## src/rtl/tw_pkg.sv

```systemverilog
`timescale 1ns/1ps
package tw_pkg;
    typedef enum logic [1:0] {
        ST_IDLE = 2'd0,
        ST_MEAS = 2'd1,
        ST_RUN  = 2'd2,
        ST_HOLD = 2'd3
    } tw_state_e;
endpackage

```

## src/rtl/tw_edge_timer.sv

```systemverilog
`timescale 1ns/1ps
module tw_edge_timer #(
    parameter int PER_W = 16
) (
    input  logic             clk,
    input  logic             rst_n,
    input  logic             tooth_i,
    output logic             edge_o,
    output logic [PER_W-1:0] period_o
);
    logic             tooth_q;
    logic [PER_W-1:0] timer_q;

    assign edge_o   = tooth_i & ~tooth_q;
    assign period_o = timer_q;

    always_ff @(posedge clk or negedge rst_n) begin
        if (!rst_n) begin
            tooth_q <= 1'b0;
            timer_q <= '1;
        end else begin
            tooth_q <= tooth_i;
            if (edge_o)
                timer_q <= PER_W'(1);
            else if (timer_q != '1)
                timer_q <= timer_q + 1'b1;
        end
    end

    // the timer restarts at one clock after every tooth edge
    assert_timer_restart_R2: assert property (@(posedge clk) disable iff (!rst_n)
        edge_o |=> (period_o == PER_W'(1)));
endmodule

```

## src/rtl/tw_tick_gen.sv

```systemverilog
`timescale 1ns/1ps
module tw_tick_gen #(
    parameter int PER_W = 16,
    parameter int TPT_W = 8
) (
    input  logic             clk,
    input  logic             rst_n,
    input  logic             clr_i,
    input  logic             en_i,
    input  logic [PER_W-1:0] ref_i,
    input  logic [TPT_W-1:0] tpt_i,
    output logic             fire_o
);
    localparam int ACC_W = PER_W + TPT_W + 1;

    logic [ACC_W-1:0] acc_q;
    logic [ACC_W-1:0] acc_n;

    assign acc_n  = acc_q + ACC_W'(tpt_i);
    assign fire_o = en_i && (acc_n >= ACC_W'(ref_i));

    always_ff @(posedge clk or negedge rst_n) begin
        if (!rst_n)
            acc_q <= '0;
        else if (clr_i)
            acc_q <= '0;
        else if (en_i)
            acc_q <= fire_o ? (acc_n - ACC_W'(ref_i)) : acc_n;
    end

    // with tpt no larger than the reference, the remainder stays below the reference
    assert_acc_bounded_R3: assert property (@(posedge clk) disable iff (!rst_n)
        (en_i && !clr_i && (ACC_W'(tpt_i) <= ACC_W'(ref_i)) && (acc_q < ACC_W'(ref_i)))
        |=> (acc_q < ACC_W'($past(ref_i))));
endmodule

```

## src/rtl/tw_angle_ctrl.sv

```systemverilog
`timescale 1ns/1ps
module tw_angle_ctrl
    import tw_pkg::*;
#(
    parameter int ANG_W = 24,
    parameter int PER_W = 16,
    parameter int TPT_W = 8,
    parameter int IDX_W = 8
) (
    input  logic             clk,
    input  logic             rst_n,
    input  logic             edge_i,
    input  logic [PER_W-1:0] period_i,
    input  logic             fire_i,
    input  logic [TPT_W-1:0] tpt_i,
    input  logic [IDX_W-1:0] teeth_i,
    input  logic             gap_en_i,
    output logic             tick_en_o,
    output logic [PER_W-1:0] ref_o,
    output logic [ANG_W-1:0] angle_o,
    output logic             tick_o,
    output logic             rev_o,
    output logic             synced_o,
    output logic             hold_o
);
    localparam int TGT_W = TPT_W + 1;

    tw_state_e        state_q, state_n;
    logic [ANG_W-1:0] angle_q, base_q;
    logic [PER_W-1:0] ref_q;
    logic [IDX_W-1:0] idx_q;
    logic [TGT_W-1:0] cnt_q;
    logic             tick_q, rev_q;

    logic             gap_int;
    logic [TGT_W-1:0] target;
    logic [PER_W+1:0] per_x2, ref_x3;
    logic             is_gap;
    logic [IDX_W:0]   idx_step;
    logic             wrap;
    logic [ANG_W-1:0] boundary, angle_at_edge;
    logic [PER_W-1:0] half_per, ref_next;
    logic             last_tick;

    // interval shape
    assign gap_int  = gap_en_i && (idx_q == (teeth_i - IDX_W'(2)));
    assign target   = gap_int ? {tpt_i, 1'b0} : {1'b0, tpt_i};
    assign per_x2   = {1'b0, period_i, 1'b0};
    assign ref_x3   = {2'b00, ref_q} + {1'b0, ref_q, 1'b0};
    assign is_gap   = gap_en_i && (per_x2 > ref_x3);
    assign idx_step = {1'b0, idx_q} + (gap_int ? (IDX_W+1)'(2) : (IDX_W+1)'(1));
    assign wrap     = is_gap || (idx_step >= {1'b0, teeth_i});
    assign boundary = base_q + ANG_W'(target);
    assign angle_at_edge = wrap ? '0 : ((boundary > angle_q) ? boundary : angle_q);
    assign half_per = {1'b0, period_i[PER_W-1:1]};
    assign ref_next = is_gap ? ((half_per == '0) ? PER_W'(1) : half_per) : period_i;
    assign last_tick = (cnt_q + 1'b1) >= target;

    assign tick_en_o = (state_q == ST_RUN) && !edge_i && (cnt_q < target);
    assign ref_o     = ref_q;

    // state register
    always_ff @(posedge clk or negedge rst_n) begin
        if (!rst_n)
            state_q <= ST_IDLE;
        else
            state_q <= state_n;
    end

    // transitions
    always_comb begin
        state_n = state_q;
        unique case (state_q)
            ST_IDLE: if (edge_i) state_n = ST_MEAS;
            ST_MEAS: if (edge_i) state_n = ST_RUN;
            ST_RUN: begin
                if (edge_i)
                    state_n = ST_RUN;
                else if (fire_i && last_tick)
                    state_n = ST_HOLD;
            end
            ST_HOLD: if (edge_i) state_n = ST_RUN;
        endcase
    end

    // datapath
    always_ff @(posedge clk or negedge rst_n) begin
        if (!rst_n) begin
            angle_q <= '0;
            base_q  <= '0;
            ref_q   <= PER_W'(1);
            idx_q   <= '0;
            cnt_q   <= '0;
            tick_q  <= 1'b0;
            rev_q   <= 1'b0;
        end else begin
            tick_q <= 1'b0;
            rev_q  <= 1'b0;
            unique case (state_q)
                ST_IDLE: begin
                    angle_q <= '0;
                end
                ST_MEAS: begin
                    if (edge_i) begin
                        ref_q   <= (period_i == '0) ? PER_W'(1) : period_i;
                        angle_q <= '0;
                        base_q  <= '0;
                        idx_q   <= '0;
                        cnt_q   <= '0;
                    end
                end
                ST_RUN, ST_HOLD: begin
                    if (edge_i) begin
                        angle_q <= angle_at_edge;
                        base_q  <= angle_at_edge;
                        idx_q   <= wrap ? '0 : idx_step[IDX_W-1:0];
                        ref_q   <= ref_next;
                        cnt_q   <= '0;
                        rev_q   <= wrap;
                    end else if (fire_i) begin
                        angle_q <= angle_q + 1'b1;
                        cnt_q   <= cnt_q + 1'b1;
                        tick_q  <= 1'b1;
                    end
                end
            endcase
        end
    end

    // outputs
    always_comb begin
        angle_o  = angle_q;
        tick_o   = tick_q;
        rev_o    = rev_q;
        synced_o = (state_q == ST_RUN) || (state_q == ST_HOLD);
        hold_o   = (state_q == ST_HOLD);
    end

    // nothing counts before synchronisation
    assert_idle_quiet_R2: assert property (@(posedge clk) disable iff (!rst_n)
        !synced_o |-> (angle_o == '0) && !tick_o && !rev_o);
    // a tick is a single step
    assert_tick_step_R3: assert property (@(posedge clk) disable iff (!rst_n)
        tick_o |-> (angle_o == $past(angle_o) + 1'b1));
    // parked at the boundary while holding
    assert_hold_still_R4: assert property (@(posedge clk) disable iff (!rst_n)
        hold_o |=> (angle_o == $past(angle_o)) || rev_o);
    // count only moves forward outside the wrap
    assert_monotonic_R5: assert property (@(posedge clk) disable iff (!rst_n)
        !rev_o |-> (angle_o >= $past(angle_o)));
    // wrap pulse is one clock and lands on zero
    assert_rev_pulse_R7: assert property (@(posedge clk) disable iff (!rst_n)
        rev_o |-> (angle_o == '0) ##1 !rev_o);
endmodule

```

## src/rtl/tooth_angle_counter.sv

```systemverilog
`timescale 1ns/1ps
module tooth_angle_counter #(
    parameter int ANG_W = 24,
    parameter int PER_W = 16,
    parameter int TPT_W = 8,
    parameter int IDX_W = 8
) (
    input  logic             clk,
    input  logic             rst_n,
    input  logic             tooth_i,
    input  logic [TPT_W-1:0] tpt_i,
    input  logic [IDX_W-1:0] teeth_i,
    input  logic             gap_en_i,
    output logic [ANG_W-1:0] angle_o,
    output logic             tick_o,
    output logic             rev_o,
    output logic             synced_o,
    output logic             hold_o
);
    logic             edge_w;
    logic [PER_W-1:0] period_w;
    logic [PER_W-1:0] ref_w;
    logic             tick_en_w;
    logic             fire_w;

    tw_edge_timer #(.PER_W(PER_W)) u_timer (
        .clk      (clk),
        .rst_n    (rst_n),
        .tooth_i  (tooth_i),
        .edge_o   (edge_w),
        .period_o (period_w)
    );

    tw_tick_gen #(.PER_W(PER_W), .TPT_W(TPT_W)) u_ticks (
        .clk    (clk),
        .rst_n  (rst_n),
        .clr_i  (edge_w),
        .en_i   (tick_en_w),
        .ref_i  (ref_w),
        .tpt_i  (tpt_i),
        .fire_o (fire_w)
    );

    tw_angle_ctrl #(.ANG_W(ANG_W), .PER_W(PER_W), .TPT_W(TPT_W), .IDX_W(IDX_W)) u_ctrl (
        .clk       (clk),
        .rst_n     (rst_n),
        .edge_i    (edge_w),
        .period_i  (period_w),
        .fire_i    (fire_w),
        .tpt_i     (tpt_i),
        .teeth_i   (teeth_i),
        .gap_en_i  (gap_en_i),
        .tick_en_o (tick_en_w),
        .ref_o     (ref_w),
        .angle_o   (angle_o),
        .tick_o    (tick_o),
        .rev_o     (rev_o),
        .synced_o  (synced_o),
        .hold_o    (hold_o)
    );
endmodule

```

## config.mk

```make
export PLATFORM = sky130hd
export DESIGN_NAME = tooth_angle_counter
export DESIGN_NICKNAME = d
export VERILOG_FILES = /design/src/rtl/tw_pkg.sv /design/src/rtl/tw_edge_timer.sv /design/src/rtl/tw_tick_gen.sv /design/src/rtl/tw_angle_ctrl.sv /design/src/rtl/tooth_angle_counter.sv
export SDC_FILE = /design/constraint.sdc
export NUM_CORES = 1
export LEC_CHECK = 0
export BUFFER_PORTS_ARGS = -buffer_cell sky130_fd_sc_hd__buf_4
export CAP_MARGIN = 0
export CORE_ASPECT_RATIO = 0.6
export CORE_MARGIN = 3
export CORE_UTILIZATION = 30
export DETAILED_ROUTE_END_ITERATION = 12
export MAX_ROUTING_LAYER = met4
export PLACE_DENSITY = 0.41
export REMOVE_ABC_BUFFERS = 1
export SYNTH_ARGS = -nofsm -noshare
export SYNTH_HDL_FRONTEND = slang
export SYNTH_HIERARCHICAL = 1
export SYNTH_SLANG_ARGS = --single-unit
```

## constraint.sdc

```tcl
create_clock -name clk -period 9.4 [get_ports clk]
set_input_delay 1.88 -clock clk [delete_from_list [all_inputs] [get_ports clk]]
set_output_delay 1.88 -clock clk [all_outputs]
set_load 0.02 [all_outputs]
```

==> impl_metrics.json <==
{
  "status": "finished, final reports clean",
  "grt_pass1_vias": 9972,
  "reg2reg_depth": 23,
  "synthFlopType": "dfrtp_1",
  "grt_overflow_total": 0,
  "dp.cells": 1908,
  "met1_length_um": 23200,
  "worstPathMaxFanout": 24,
  "hold_class": "reg2reg",
  "setup_slack_ns": 1.10,
  "via_count": 10545,
  "avgRoutedWirePerCell_um": 20.4,
  "worstSetupStartpoint": "teeth_i[1]",
  "dr_wl_met3_um": 1940,
  "ys.warnings.count": 6,
  "r2r-end": "u_ctrl/angle_o[8]",
  "clock_power_share_pct": 18.1,
  "synth_commonest_cells": "ha_1, nand2_1, dfrtp_1, nor2_1, o21ai_0",
  "worstMarginPinSlew_ns": 1.13,
  "cts_made_buffers": 17,
  "syn_area_per_cell_um2": 8.51,
  "max-slew-margin-rel_pct": 24.0,
  "core_mm2": 0.0381,
  "cp_data_arrival_time_ns": 8.62,
  "reg2reg_slack_ns": 2.57,
  "track_usage_pct": 19.7,
  "required_ns": 9.72,
  "yosys.area.top_type": "dfrtp_1",
  "routed.top_layer": "met4",
  "drc": 0,
  "die_width_um": 261,
  "n_fill_cell": 4006,
  "final_cells": 1939,
  "hpwl_um": 29900,
  "max_freq_mhz": 121,
  "start_util_pct": 30.8,
  "clock_latency_ns": 0.44,
  "power_frac_comb_pct": 59.0,
  "first_iter_violations": 1054,
  "synth.distinct_cells": 88,
  "p_int_uw": 2070,
  "swShare_pct": 48.1,
  "powerDensity_mw_per_mm2": 302,
  "area_growth_pct": 12.8,
  "die_area_mm2": 0.0416,
  "cts_hold_buf": 0,
  "min-delay-start": "u_ticks/acc_q[0]",
  "setup_violations": 0,
  "netlist.area_leader.share_pct": 23.4,
  "synth_edf_count": 0,
  "via_per_inst": 5.44,
  "cts_setup_buffers": 0,
  "die_y_um": 159,
  "cts_tree": "yes",
  "cts_htree_levels": 4,
  "max_stage_delay_ns": 0.76,
  "hold_path_depth": 1,
  "cts_resized": 0,
  "syn_area_mm2": 0.0117,
  "finalClockSkew_ns": 0.0117,
  "rsz0062_at_grt": "false",
  "start_kind": "input port",
  "hold_viol": 0,
  "hold_end": "u_ticks/acc_q[0]",
  "r2r-start": "u_ctrl/idx_q[4]",
  "synth.most_common_cell": "ha_1",
  "max_cap_viol_count": 0,
  "syn_inst": 1380,
  "fin_crit_sh_pct": 88.3,
  "fp-row-count": 55,
  "antenna_found_initial": 0,
  "p_switching_uw": 1920,
  "async_flop_share_pct": 100,
  "yosysSeqAreaShare_pct": 27.2,
  "gp_congestion": 0.843,
  "ys_ff_latch": 127,
  "maxSlewViolCount": 0,
  "leakage_uw": 0.00589,
  "path_clk_slew_ns": 0.06,
  "root_buffer": "clkbuf_16",
  "fin_crit_ns": 8.30,
  "grt_start_max_net_pins": 66,
  "crit_family": "compound AO/OA/AOI/OAI gates",
  "peakVddDrop_v": 0.000121,
  "synth.area.top_cells": "dfrtp_1, ha_1, xnor2_1",
  "num-nets-final": 1560,
  "cp_num_buf_inv": 5,
  "criticalPathCategory": "in2reg",
  "io_pins": 48,
  "wl_um": 39500,
  "setup.worst_path.end_class": "flop",
  "ant_nets": 0,
  "met2_length_um": 14000,
  "seqPwrFrac_pct": 23.0,
  "num_antenna_cells": 0,
  "dp_slack_ns": 0.802,
  "clockBufferDepth": 2,
  "tns_ns": 0,
  "grt_first_pass_wirelength_um": 61700,
  "cts_num_sinks": 127,
  "drive_gt1_share_pct": 11.4,
  "port_buffers": 47,
  "dr.pass1.iters": 5,
  "critPathSlowestCell": "o2111ai_2"
}
[cell usage in the layout, fill, tap and decap left out, types with 12 or more instances in the layout]
cell | netlist | routed
nor2_1 | 103 | 103
nand2_1 | 111 | 111
mux2_2 | 13 | 13
dfrtp_1 | 110 | 110
a211oi_1 | 12 | 12
nand2b_1 | 14 | 14
a22o_1 | 17 | 17
a21oi_1 | 76 | 76
and3_1 | 14 | 14
ha_1 | 121 | 121
xor2_1 | 40 | 40
mux2i_1 | 31 | 31
a21o_1 | 24 | 24
o21a_1 | 20 | 20
xnor2_1 | 68 | 68
inv_1 | 90 | 89
nor3_1 | 28 | 28
buf_4 | 3 | 60
o211ai_1 | 12 | 12
nand3_1 | 49 | 49
a31oi_1 | 16 | 16
o21ai_0 | 102 | 101
dfstp_2 | 17 | 17
nor2b_1 | 18 | 18
nand4_1 | 29 | 29
clkbuf_16 | 0 | 17
[area by class of cell]
type | count | area (um^2) | area share [%]
Tap cell | 513 | 642 | 4.85
Multi-Input combinational cell | 1116 | 7990 | 60.3
Inverter | 91 | 342 | 2.58
Clock buffer | 19 | 453 | 3.42
Clock inverter | 12 | 159 | 1.20
Sequential cell | 127 | 3200 | 24.2
Timing Repair Buffer | 61 | 462 | 3.49
[per-stage QoR]
| stage | power (uW) | utilization [%] | instance area (um^2) | hold slack [ns] |
|---|---|---|---|---|
| after floorplan | 2520 | - | 11500 | 0.456 |
| after global placement | 3250 | 33.1 | 12600 | 0.506 |
| after detailed placement | 3220 | 33.1 | 12600 | 0.494 |
| after CTS | 3980 | 34.7 | 13200 | 0.509 |
| after global routing | 4310 | 34.7 | 13200 | 0.525 |
| final | 3990 | 34.7 | 13200 | 0.509 |
[how the worst max path moves through the flow]
stage                          to  slack [ns]  cells after the start
3_5_place_dp    u_ctrl/angle_o[4]        0.80                     27
2_1_floorplan  u_ctrl/angle_o[11]       -0.26                     26
4_1_cts         u_ctrl/angle_o[8]        1.25                     27
5_1_grt         u_ctrl/angle_o[4]        0.67                     25
3_3_place_gp    u_ctrl/angle_o[1]        1.09                     27
6_report        u_ctrl/angle_o[8]        1.10                     27
[logic make-up after synthesis]
| group | share of synthesized area (%) |
|---|---|
| buffers and inverters | 4.86 |
| flip-flops | 27.2 |
| AND/OR/NAND/NOR | 19.6 |
| multiplexers | 4.40 |
| adder cells (fa/ha/maj) | 13.7 |
| XOR/XNOR | 8.06 |
| AO/OA/AOI/OAI | 22.1 |
[power by group through the flow]
stage          Combinational [uW]  Sequential [uW]  Clock (uW)
2_1_floorplan                1640              880           0
3_3_place_gp                 2330              928           0
3_5_place_dp                 2300              922           0
4_1_cts                      2320              915         742
5_1_grt                      2600              944         765
6_report                     2360              917         722
[flip-flops by register name, summed over array words and instances, names as in the netlist]
signal and count:
u_ctrl/base_q 24, u_ctrl/state_q 2, u_ctrl/idx_q 8, u_ctrl/angle_o 24
u_ctrl/ref_o 16, u_timer/period_o 16, u_timer/tooth_q 1, u_ctrl/cnt_q 9
u_ctrl/tick_o 1, u_ticks/acc_q 25, u_ctrl/rev_o 1
[layer usage]
layer  up-vias  track usage (%)
met5         -                -
met4         0             3.50
met3        23             3.45
met2       280             22.9
met1      5111             33.4
li1       5131                -
(Power assumes the default switching activity.)
